### config.mk
export PLATFORM = sky130hd
export DESIGN_NAME = alu_ucode_ctl
export DESIGN_NICKNAME = d
export VERILOG_FILES = /design/src/rtl/alu_uc_pkg.sv /design/src/rtl/alu_fn_decode.sv /design/src/rtl/cond_select.sv /design/src/rtl/flag_regs.sv /design/src/rtl/alu_ucode_ctl.sv
export SDC_FILE = /design/constraint.sdc
export NUM_CORES = 1
export LEC_CHECK = 0
export ABC_AREA = 0
export BUFFER_PORTS_ARGS = -buffer_cell sky130_fd_sc_hd__buf_2
export CAP_MARGIN = 20
export CORE_MARGIN = 2
export CORE_UTILIZATION = 28
export CTS_BUF_LIST = sky130_fd_sc_hd__clkbuf_8
export DETAILED_ROUTE_END_ITERATION = 10
export PLACE_DENSITY = 0.76
export RECOVER_POWER = 50
export SYNTH_ARGS = -nofsm -noshare
export SYNTH_HDL_FRONTEND = slang
export SYNTH_SLANG_ARGS = --single-unit
### constraint.sdc
create_clock -name clk -period 1 [get_ports clk]
set_input_delay 0.1 -clock clk [delete_from_list [all_inputs] [get_ports clk]]
set_output_delay 0.1 -clock clk [all_outputs]
set_load 0.03 [all_outputs]
### src/rtl/alu_uc_pkg.sv
package alu_uc_pkg;
    localparam int ALU_BITS = 5;
    localparam int SEL_BITS = 3;
    localparam int NCOND    = 1 << SEL_BITS;
    localparam int FN_W     = 4;
    localparam int NSPEC    = 1 << (ALU_BITS - 2);

    typedef enum logic [SEL_BITS-1:0] {
        CND_ZERO = 3'd0,
        CND_ONE  = 3'd1,
        CND_C    = 3'd2,
        CND_TC   = 3'd3,
        CND_N    = 3'd4,
        CND_Z    = 3'd5,
        CND_D0   = 3'd6,
        CND_D7   = 3'd7
    } cond_e;

    typedef struct packed {
        logic n;
        logic z;
        logic c;
        logic tc;
        logic f;
    } flags_t;

    localparam int SP_SHR  = 0;
    localparam int SP_RXOR = 1;
    localparam int SP_SUB  = 6;
    localparam int SP_DEC  = 7;

    localparam logic [FN_W-1:0] LO_PASS = 4'b0000;
    localparam logic [FN_W-1:0] LO_ALT  = 4'b1010;
    localparam logic [FN_W-1:0] LO_SUB  = 4'b0101;
endpackage

### src/rtl/alu_fn_decode.sv
module alu_fn_decode
    import alu_uc_pkg::*;
(
    input  logic [ALU_BITS-1:0] alu_ctl,
    input  logic                alt_n,
    input  logic                cond,
    input  logic                add_cout,
    input  logic                d0,
    output logic [FN_W-1:0]     up_fn,
    output logic [FN_W-1:0]     lo_fn,
    output logic                add_cin,
    output logic                shr_en,
    output logic                shr_cin,
    output logic                carry_res,
    output logic                group1
);
    localparam int IDX_W = ALU_BITS - 2;

    logic [IDX_W-1:0] idx;
    logic [NSPEC-1:0] spec;

    assign idx    = alu_ctl[IDX_W:1];
    assign group1 = alu_ctl[IDX_W];

    // one line per special case, live only while ALT is asserted
    for (genvar i = 0; i < NSPEC; i++) begin : g_spec
        assign spec[i] = !alt_n && (idx == IDX_W'(i));
    end

    always_comb begin
        if (group1) begin
            up_fn = {alu_ctl[4], alu_ctl[2], alu_ctl[1], spec[SP_DEC]};
        end else begin
            up_fn = {1'b0, spec[SP_RXOR] & alu_ctl[4], spec[SP_RXOR], 1'b0};
        end
    end

    always_comb begin
        if (spec[SP_SUB])      lo_fn = LO_SUB;
        else if (alu_ctl[0])   lo_fn = LO_ALT;
        else                   lo_fn = LO_PASS;
    end

    assign add_cin   = group1 ? cond : 1'b0;
    assign shr_en    = spec[SP_SHR];
    assign shr_cin   = group1 ? 1'b0 : cond;
    assign carry_res = group1 ? add_cout : d0;
endmodule

### src/rtl/cond_select.sv
module cond_select
    import alu_uc_pkg::*;
#(
    parameter int DW = 8
) (
    input  logic [SEL_BITS-1:0] sel,
    input  flags_t              flg,
    input  logic [DW-1:0]       dbus,
    output logic                cond
);
    cond_e code;
    assign code = cond_e'(sel);

    always_comb begin
        unique case (code)
            CND_ZERO: cond = 1'b0;
            CND_ONE:  cond = 1'b1;
            CND_C:    cond = flg.c;
            CND_TC:   cond = flg.tc;
            CND_N:    cond = flg.n;
            CND_Z:    cond = flg.z;
            CND_D0:   cond = dbus[0];
            CND_D7:   cond = dbus[DW-1];
            default:  cond = 1'b0;
        endcase
    end
endmodule

### src/rtl/flag_regs.sv
module flag_regs
    import alu_uc_pkg::*;
#(
    parameter int DW = 8
) (
    input  logic          clk,
    input  logic          rst_n,
    input  logic          upd_n,
    input  logic          upd_z,
    input  logic          upd_c,
    input  logic          wr_f,
    input  logic          group1,
    input  logic          add_cout,
    input  logic          carry_res,
    input  logic [DW-1:0] res,
    input  logic          cond,
    output flags_t        q
);
    flags_t d;

    always_comb begin
        d    = q;
        if (upd_n)  d.n  = res[DW-1];
        if (upd_z)  d.z  = ~|res;
        if (upd_c)  d.c  = carry_res;
        if (group1) d.tc = add_cout;
        if (wr_f)   d.f  = cond;
    end

    always_ff @(posedge clk or negedge rst_n) begin
        if (!rst_n) q <= '0;
        else        q <= d;
    end


    n_hold_chk: assert property (@(posedge clk) disable iff (!rst_n)
        !upd_n |=> $stable(q.n));

    c_load_chk: assert property (@(posedge clk) disable iff (!rst_n)
        upd_c |=> (q.c == $past(carry_res)));

    tc_hold_chk: assert property (@(posedge clk) disable iff (!rst_n)
        !group1 |=> $stable(q.tc));

    f_load_chk: assert property (@(posedge clk) disable iff (!rst_n)
        wr_f |=> (q.f == $past(cond)));
endmodule

### src/rtl/alu_ucode_ctl.sv
module alu_ucode_ctl
    import alu_uc_pkg::*;
#(
    parameter int DW = 8
) (
    input  logic          clk,
    input  logic          rst_n,
    input  logic [7:0]    uc_hi,
    input  logic          alt_n,
    input  logic          add_cout,
    input  logic [DW-1:0] dbus,
    input  logic [DW-1:0] res,
    input  logic          upd_n,
    input  logic          upd_z,
    input  logic          upd_c,
    input  logic          wr_f,
    output logic [3:0]    up_fn,
    output logic [3:0]    lo_fn,
    output logic          add_cin,
    output logic          shr_en,
    output logic          shr_cin,
    output logic          carry_res,
    output logic          cond,
    output logic          flg_n,
    output logic          flg_z,
    output logic          flg_c,
    output logic          flg_tc,
    output logic          flg_f
);
    flags_t flg;
    logic   group1;

    cond_select #(.DW(DW)) u_cond (
        .sel  (uc_hi[ALU_BITS +: SEL_BITS]),
        .flg  (flg),
        .dbus (dbus),
        .cond (cond)
    );

    alu_fn_decode u_dec (
        .alu_ctl   (uc_hi[ALU_BITS-1:0]),
        .alt_n     (alt_n),
        .cond      (cond),
        .add_cout  (add_cout),
        .d0        (dbus[0]),
        .up_fn     (up_fn),
        .lo_fn     (lo_fn),
        .add_cin   (add_cin),
        .shr_en    (shr_en),
        .shr_cin   (shr_cin),
        .carry_res (carry_res),
        .group1    (group1)
    );

    flag_regs #(.DW(DW)) u_flags (
        .clk       (clk),
        .rst_n     (rst_n),
        .upd_n     (upd_n),
        .upd_z     (upd_z),
        .upd_c     (upd_c),
        .wr_f      (wr_f),
        .group1    (group1),
        .add_cout  (add_cout),
        .carry_res (carry_res),
        .res       (res),
        .cond      (cond),
        .q         (flg)
    );

    assign flg_n  = flg.n;
    assign flg_z  = flg.z;
    assign flg_c  = flg.c;
    assign flg_tc = flg.tc;
    assign flg_f  = flg.f;


    cin_g0_chk: assert property (@(posedge clk) disable iff (!rst_n)
        !uc_hi[3] |-> !add_cin);

    shr_only_chk: assert property (@(posedge clk) disable iff (!rst_n)
        shr_en |-> (uc_hi[3:1] == 3'd0 && !alt_n));

    sub_code_chk: assert property (@(posedge clk) disable iff (!rst_n)
        (lo_fn == 4'b0101) |-> (uc_hi[3:1] == 3'd6 && !alt_n));
endmodule

======== Word level (Yosys, flattened, before mapping) ========
Cells that the tools add are included.
storage, ports and cells
  bits in registers ....................... 5
  output and inout bits ................... 18
  logic and storage cells ................. 32
  input port bits ......................... 32
cells by class
  reductions and logical operators ........ 9
  multiplexer cells ....................... 7
  equality and inequality tests ........... 10
  bitwise gates (word level) .............. 1
operators by type and width
  kind                                            number
  == test 3 bit (second input constant)           6
  two-way mux 4 bit                               3
  case mux 1 bit (8 select lines)                 1
  OR reduction 8 bit                              1
  == test 3 x 1 -> 1 bit (second input constant)  2
  == test 3 x 2 -> 1 bit (second input constant)  2
  zero test 3 bit                                 2
  logical AND 1 bit                               4
  two-way mux 1 bit                               3
  zero test 1 bit                                 2
  bitwise AND 1 bit                               1

======== Depth between registers and ports, before layout ========
Gate-level depths: netlist of run 1.
  depth in word-level cells ............... 4
  mapped depth ............................ 5
  depth with buffers taken out ............ 3

======== Hierarchy ========
Synthesis of run 1 repeated with hierarchy kept, for this count alone.
unflattened totals
  cell total of the unflattened synthesis .. 36
  area total of the unflattened synthesis .. 377.9 um2
by module, submodules not included
  module         area an instance (um2)  times used  seq. area each (um2)  cells each
  flag_regs      207.7                   1           125.1                 14
  alu_fn_decode  110.1                   1           0.0                   17
  cond_select    60.1                    1           0.0                   5

======== Worst setup path after synthesis of run 1 ========
OpenSTA, ideal clock, no wires.
  path kind ............................... input port to output port
  from .................................... in uc_hi[3]
  to ...................................... out lo_fn[3]
  data required time ...................... 0.900 ns
  slack ................................... -0.841 ns
  arrival ................................. 1.741 ns
  cell stages on the path ................. 5
  cells stage by stage .................... buf_2 -> nand2_1 -> nor3_1 -> nor2b_1 -> buf_4
on the way
  cells in the longest elaborated chain, start to end .. 3
RTL lines
  element            line                 source
  from (decl)        alu_ucode_ctl.sv:8   input logic [7:0] uc_hi,
  == test 3 bit      alu_fn_decode.sv:27  assign spec[i] = !alt_n && (idx == IDX_W'(i));
  logical AND 1 bit  alu_fn_decode.sv:27
  two-way mux 4 bit  alu_fn_decode.sv:39  if (spec[SP_SUB]) lo_fn = LO_SUB;
  to (decl)          alu_ucode_ctl.sv:18  output logic [3:0] lo_fn,
Every way passes these cells.

======== Final worst setup path of run 1 ========
  from .................................... reg u_flags.q[4] (netlist bit)
  to ...................................... out add_cin
on the way
  cells in the longest elaborated chain, start to end .. 2
RTL lines
  element                          line                 source
  from (decl)                      flag_regs.sv:17      output flags_t q
  from (signal assigned)           flag_regs.sv:31      if (!rst_n) q <= '0;
  from (signal assigned)           flag_regs.sv:32      else q <= d;
  case mux 1 bit (8 select lines)  cond_select.sv:15    unique case (code)
  two-way mux 1 bit                alu_fn_decode.sv:44  assign add_cin = group1 ? cond : 1'b0;
  to (decl)                        alu_ucode_ctl.sv:19  output logic add_cin,
Every way passes these cells.

==> results of run 1 <==
[worst min path at each step]
| stage | endpoint | slack (ns) | depth (start not counted) |
|---|---|---|---|
| floorplan | u_flags.q[0]$_DFFE_PN0P_ | -0.20 | 0 |
| detailed placement | u_flags.q[1]$_DFFE_PN0P_ | -0.08 | 1 |
| finish | u_flags.q[3]$_DFFE_PN0P_ | 0.07 | 2 |
| global placement | u_flags.q[1]$_DFFE_PN0P_ | -0.08 | 1 |
| global route | u_flags.q[3]$_DFFE_PN0P_ | 0.08 | 2 |
| CTS | u_flags.q[3]$_DFFE_PN0P_ | 0.07 | 2 |
[layout make-up]
type                    instances  area (um^2)  share of cell area (%)
clock buffers                   3         41.3                    4.60
flip-flops and latches          5          128                    14.2
multi-input cells              32          312                    34.7
inverters                       5         18.8                    2.09
clock inverters                 1         3.75                   0.418
repair buffers                 58          377                    41.9
well taps                      15         18.8                    2.09
[worst max-delay path: cells and delay by family (launching register included)]
| family | cells | cell delay (ns) |
|---|---|---|
| compound gates | 2 | 0.40 |
| flops | 1 | 0.39 |
| mux | 1 | 0.28 |
| buf+inv | 1 | 0.15 |
[placed cells by master, fill, tap and decap left out, drive strengths merged]
cell,Yosys,routed
a21bo,1,1
a31oi,2,2
a41oi,1,1
and2,1,1
buf,3,50
clkbuf,0,10
dfrtp,5,5
dlygate4sd3,0,1
inv,5,6
mux2,3,3
nand2,4,4
nand3,3,3
nand4,1,1
nor2,3,3
nor2b,2,2
nor3,1,1
nor3b,1,1
nor4,3,3
o211ai,1,1
o21a,1,1
o21ai,3,3
o32a,1,1
[power breakdown]
part / switching, uW / internal [uW] / leakage (uW)
sequential: 9.01 / 223 / 0.0000585
combinational: 241 / 207 / 0.000370
clock: 93.6 / 263 / 0.0000269
total: 344 / 692 / 0.000456
[kinds of logic (layout without fill, tap and decap cells)]
| group | count (synthesis) | in the layout | synth area share (%) |
|---|---|---|---|
| AOI/OAI and AO/OA | 10 | 10 | 22.1 |
| buffers and inverters | 8 | 67 | 10.2 |
| DFF | 5 | 5 | 33.0 |
| muxes | 3 | 3 | 8.91 |
| and+or+nand+nor | 19 | 19 | 25.7 |
[layer usage]
metal,GRT usage [%],vias up,wire (um)
li1,-,278,-
met1,17.3,255,454
met2,41.4,28,801
met3,2.72,2,97
met4,10.0,0,14
met5,0,-,0
[through the flow]
stage                     cells  area (um^2)  total power (uW)
final                       119          898              1040
after global routing        119          898              1090
after CTS                   118          883              1030
after detailed placement    112          795               641
after global placement      112          795               632
after floorplan              45          488               467
[what timing repair did]
| item | CTS | global route |
|---|---|---|
| resized for setup | 9 | 8 |
| endpoints found under the setup margin | 7 | 12 |
| hold endpoints to repair | 5 | 0 |
| buffers inserted | 1 | 2 |
| pin swaps | 1 | 1 |
| hold buffers | 1 | 0 |
==> results_dict.tcl, run 1 <==
set metrics [dict create \
    crit_chain "mux2_4 -> o211ai_4 -> a31oi_4 -> buf_6" \
    synth-edff-count 0 \
    fin_crit_sh_pct 154 \
    worstPathMaxFanout 4 \
    portBuffers 43 \
    num_rows 13 \
    drt-total-wl_mm 1.37 \
    rsz0062_at_grt "true" \
    setup-tns-final_ns -2.02 \
    status "complete, but fails checks" \
    root_buffer "clkbuf_8" \
    powerDensity_nw_per_um2 1150 \
    timing.hold.ws_ns 0.0700 \
    yosys_register_bits 5 \
    dp_hpwl_mm 1.12 \
    wire_per_inst_um 11.5 \
    synth_cell_type_count 22 \
    worstSkewPairLatency_ns 0.22 \
    grtUsageTotal_pct 19.8 \
    synthTopCellsByCount "5 x dfrtp_1, 4 x inv_1, 4 x nand2_1" \
    h-tree-depth 1 \
    gp_congestion 0.745 \
    synth_area_um2 379 \
    relSlewSlack_pct 75.6 \
    timing_hold_violations_final 0 \
    place_ws_ns -0.390 \
    viasPerCell 4.73 \
    violations "setup timing" \
    antenna_found_initial 0 \
    drtAntennaViolNets 0 \
    fin_skew_ns 0.000550 \
    worst_slew_pin_slew_ns 0.367 \
    fmax_mhz 647 \
    cpMaxStageDelayCell "dfrtp_2" \
    fin_nets 137 \
    synth_area_per_cell_um2 8.42 \
    reg_top3 "u_flags.q (5)" \
    cts_tree "built" \
    reg2regPathDepth 5 \
    synth_warnings 0 \
    yosysMostFrequentCell "dfrtp_1" \
    synthArstFlopShare_pct 100 \
    grt_max_degree 8 \
    setup_viol 4 \
    yosys-top-cells-area "dfrtp_1 33%, mux2_2 8.9%, nor4_1 5.0%, a41oi_2 4.3%, nand3_1 4.0%" \
    cp-startpoint "u_flags.q[4]$_DFFE_PN0P_" \
    drive_gt1_share_pct 70.2 \
    synth_cells 45 \
    drtIter0Drc 1 \
    fillers 111 \
    cpPeakStageDelay_ns 0.39 \
    largest_reg_flops 5 \
    coreArea_um2 1280 \
    p_leak_uw 0.000456 \
    ys_seq_area_share_pct 33.0 \
    grt_pass1_vias 553 \
    ff2ff_setup_slack_ns -0.42 \
    overflow 0 \
    required_ns 0.90 \
    vdd.ir_drop.worst_mv 0.766 \
    rr_startpoint "u_flags.q[4]$_DFFE_PN0P_" \
    fp.dieArea_um2 1660 \
    synth_top_cell_by_area "dfrtp_1" \
    insertedDiodeCount 0 \
    initial_core_util_pct 29.5 \
    hold_class "input pin to flop" \
    die_w_um 40.8 \
    cts_buffers 3 \
    regMostFlops "u_flags.q" \
    final_util_pct 69.9 \
    synthFlopType "dfrtp_1" \
    min-delay-start "upd_z" \
    syn_nets 77 \
    cp-end-kind "output pin" \
    fin_ws_ns -0.545 \
    arrival_ns 1.44 \
    grt_first_pass_wirelength_mm 2.11 \
    finalCriticalPeriod_ns 1.54 \
    clk_pin_slew_ns 0.04 \
    endpoint "add_cin" \
    r2r-end "u_flags.q[0]$_DFFE_PN0P_" \
    synth_top_area_share_pct 33.0 \
    syn_to_final_growth_pct 137 \
    clock-sinks 5 \
    clockBufferDepth 2 \
    first_pass_iters 2 \
    maxCapViolations 0 \
    drc 0 \
    cp-start-kind "flop" \
    worstSetupPathType "flop to output pin" \
    fp.dieH_um 40.8 \
    via_count 563 \
    maxSlewViolCount 0 \
    io_pins 50 \
]
(Power assumes the default switching activity.)
==> inputs of run 2 (changes only) <==
--- a/config.mk
+++ b/config.mk
@@ -8,11 +8,11 @@
 export ABC_AREA = 0
 export BUFFER_PORTS_ARGS = -buffer_cell sky130_fd_sc_hd__buf_2
 export CAP_MARGIN = 20
-export CORE_MARGIN = 2
-export CORE_UTILIZATION = 28
+export CORE_AREA = 2 2 39 41
 export CTS_BUF_LIST = sky130_fd_sc_hd__clkbuf_8
 export DETAILED_ROUTE_END_ITERATION = 10
-export PLACE_DENSITY = 0.76
+export DIE_AREA = 0 0 41 43
+export PLACE_DENSITY = 0.74
 export RECOVER_POWER = 50
 export SYNTH_ARGS = -nofsm -noshare
 export SYNTH_HDL_FRONTEND = slang
==> constraint.sdc (replaced) <==
create_clock -name clk -period 1.6 [get_ports clk]
set_input_delay 0.16 -clock clk [delete_from_list [all_inputs] [get_ports clk]]
set_output_delay 0.16 -clock clk [all_outputs]
set_load 0.03 [all_outputs]
==> run 2 against run 1 <==
Against the previous run:
- the flow now finishes without violations
- critical path depth stayed put
- worst setup slack better by 0.60 ns
- highest routed layer unchanged
- sequential power is 37% lower
- register-to-register slack better by 0.77 ns
- non-clock buffer count is 12 lower
- combinational power is 55% lower
==> results_dict.tcl, run 2 (synthesis gave the netlist of run 1 again) <==
set metrics [dict create \
    status "completed" \
    relSlewSlack_pct 75.1 \
    worst-path-buf-inv 1 \
    grt_pass1_vias 462 \
    fillers 132 \
    powerDensity_nw_per_um2 845 \
    arrival_ns 1.38 \
    grt_first_pass_wirelength_mm 1.70 \
    die_w_um 41 \
    clockBufferDepth 2 \
    mostFrequentLayoutCells "35 x buf_2, 6 x clkbuf_1, 5 x inv_1, 5 x dfrtp_1, 4 x nand2_1" \
    reg_top3 "u_flags.q (5)" \
    fp.dieH_um 43 \
    coreArea_um2 1380 \
    cts_tree "built" \
    rsz0062_at_grt "false" \
    largest_reg_flops 5 \
    fmax_mhz 648 \
    crit_chain "mux2_2 -> o211ai_4 -> a31oi_1 -> buf_4" \
    rr_startpoint "u_flags.q[4]$_DFFE_PN0P_" \
    initial_core_util_pct 27.4 \
    reg2regPathDepth 4 \
    p_leak_uw 0.000355 \
    grt_max_degree 10 \
    portBuffers 43 \
    first_pass_iters 2 \
    root_buffer "clkbuf_8" \
    worstSetupPathType "flop to output pin" \
    drtAntennaViolNets 0 \
    regMostFlops "u_flags.q" \
    cts_buffers 3 \
    place_ws_ns 0.250 \
    clk_pin_slew_ns 0.04 \
    drtIter0Drc 4 \
    cpPeakStageDelay_ns 0.37 \
    clock-sinks 5 \
    maxCapViolations 0 \
    cp-end-kind "output pin" \
    gp_congestion 0.684 \
    cp.depth 4 \
    ff2ff_setup_slack_ns 0.35 \
    drt-total-wl_mm 1.17 \
    r2r-end "u_flags.q[0]$_DFFE_PN0P_" \
    final_common_cell "buf_2" \
    drive_gt1_share_pct 54.3 \
    cpMaxStageDelayCell "dfrtp_1" \
    grtUsageTotal_pct 14.8 \
    h-tree-depth 1 \
    overflow 0 \
    syn_to_final_growth_pct 78.2 \
    vdd.ir_drop.worst_mv 0.836 \
    hold_class "input pin to flop" \
    viasPerCell 4.75 \
    worstPathMaxFanout 4 \
    num_rows 14 \
    multi_input_area_um2 229 \
    insertedDiodeCount 0 \
    fin_ws_ns 0.0571 \
    maxSlewViolCount 0 \
    worst_slew_pin_slew_ns 0.375 \
    wire_per_inst_um 10.8 \
    drc 0 \
    finalCriticalPeriod_ns 1.54 \
    seqCellArea_um2 125 \
    min-delay-start "upd_z" \
    setup-tns-final_ns 0 \
    via_count 513 \
    worstSkewPairLatency_ns 0.22 \
    fin_skew_ns 0.00132 \
    fin_nets 125 \
    endpoint "shr_cin" \
    timing_hold_violations_final 0 \
    setup_viol 0 \
    fin_crit_sh_pct 96.4 \
    io_pins 50 \
    required_ns 1.44 \
    cp-start-kind "flop" \
    antenna_found_initial 0 \
    fp.dieArea_um2 1760 \
    cp_top_family "flip-flops" \
    dp_hpwl_um 928 \
    cp-startpoint "u_flags.q[4]$_DFFE_PN0P_" \
]
[run 2: cell types whose count changed in the layout (fill, tap and decap cells not counted), moves of 2 or more]
cell,change
a31oi_1,+2
a31oi_4,-2
buf_2,+3
buf_4,-6
buf_6,-8
clkbuf_2,-2
dfrtp_1,+2
dfrtp_2,-2
[run 2: how the worst min path moves through the flow]
stage | to | slack [ns] | depth (start not counted)
global route | u_flags.q[3]$_DFFE_PN0P_ | 0.16 | 2
finish | u_flags.q[3]$_DFFE_PN0P_ | 0.13 | 2
floorplan | u_flags.q[0]$_DFFE_PN0P_ | -0.14 | 0
global placement | u_flags.q[0]$_DFFE_PN0P_ | -0.02 | 1
CTS | u_flags.q[3]$_DFFE_PN0P_ | 0.13 | 2
detailed placement | u_flags.q[0]$_DFFE_PN0P_ | -0.02 | 1
[run 2: what timing repair did]
item | in CTS | in global routing
setup endpoints to repair | 0 | 3
hold buffers | 1 | 0
setup buffers | 0 | 2
resized for setup | 0 | 5
hold endpoints to repair | 5 | 0
[run 2: final cells by class]
class / count / area share (%)
clock inverter: 1 / 0.556
inverter: 5 / 2.78
clock buffer: 3 / 6.11
sequential: 5 / 18.5
timing repair buffer: 46 / 35.2
tap: 16 / 2.96
multi-input combinational: 32 / 33.9
[run 2: where the power goes]
group	switching, uW	internal [uW]	leakage [uW]
combinational	124	75.4	0.000267
sequential	7.30	139	0.0000612
clock	61.0	164	0.0000269
total	192	379	0.000355
[run 2: through the flow]
| stage | cell area, um^2 | power (uW) | hold WS [ns] | instances | utilization, % |
|---|---|---|---|---|---|
| 3_3_place_gp | 599 | 332 | -0.0191 | 101 | 43.3 |
| 4_1_cts | 654 | 566 | 0.127 | 106 | 47.3 |
| 3_5_place_dp | 599 | 336 | -0.0190 | 101 | 43.3 |
| 6_report | 676 | 571 | 0.129 | 108 | 48.8 |
| 2_1_floorplan | 384 | 263 | -0.136 | 45 | - |
| 5_1_grt | 676 | 600 | 0.158 | 108 | 48.8 |
[run 2: worst reg2reg max path: cells and delay by family, from the launching register on]
family | cells | cell delay [ns]
flops | 1 | 0.37
mux | 1 | 0.29
compound gates | 2 | 0.31
buf+inv | 1 | 0.15
[run 2: layer usage]
layer	GRT usage (%)	up-vias	part of all wire, %
li1	-	253	-
met1	12.4	221	36
met2	25.6	35	50
met3	4.71	4	9.9
met4	12.0	0	3.6
met5	0	-	0
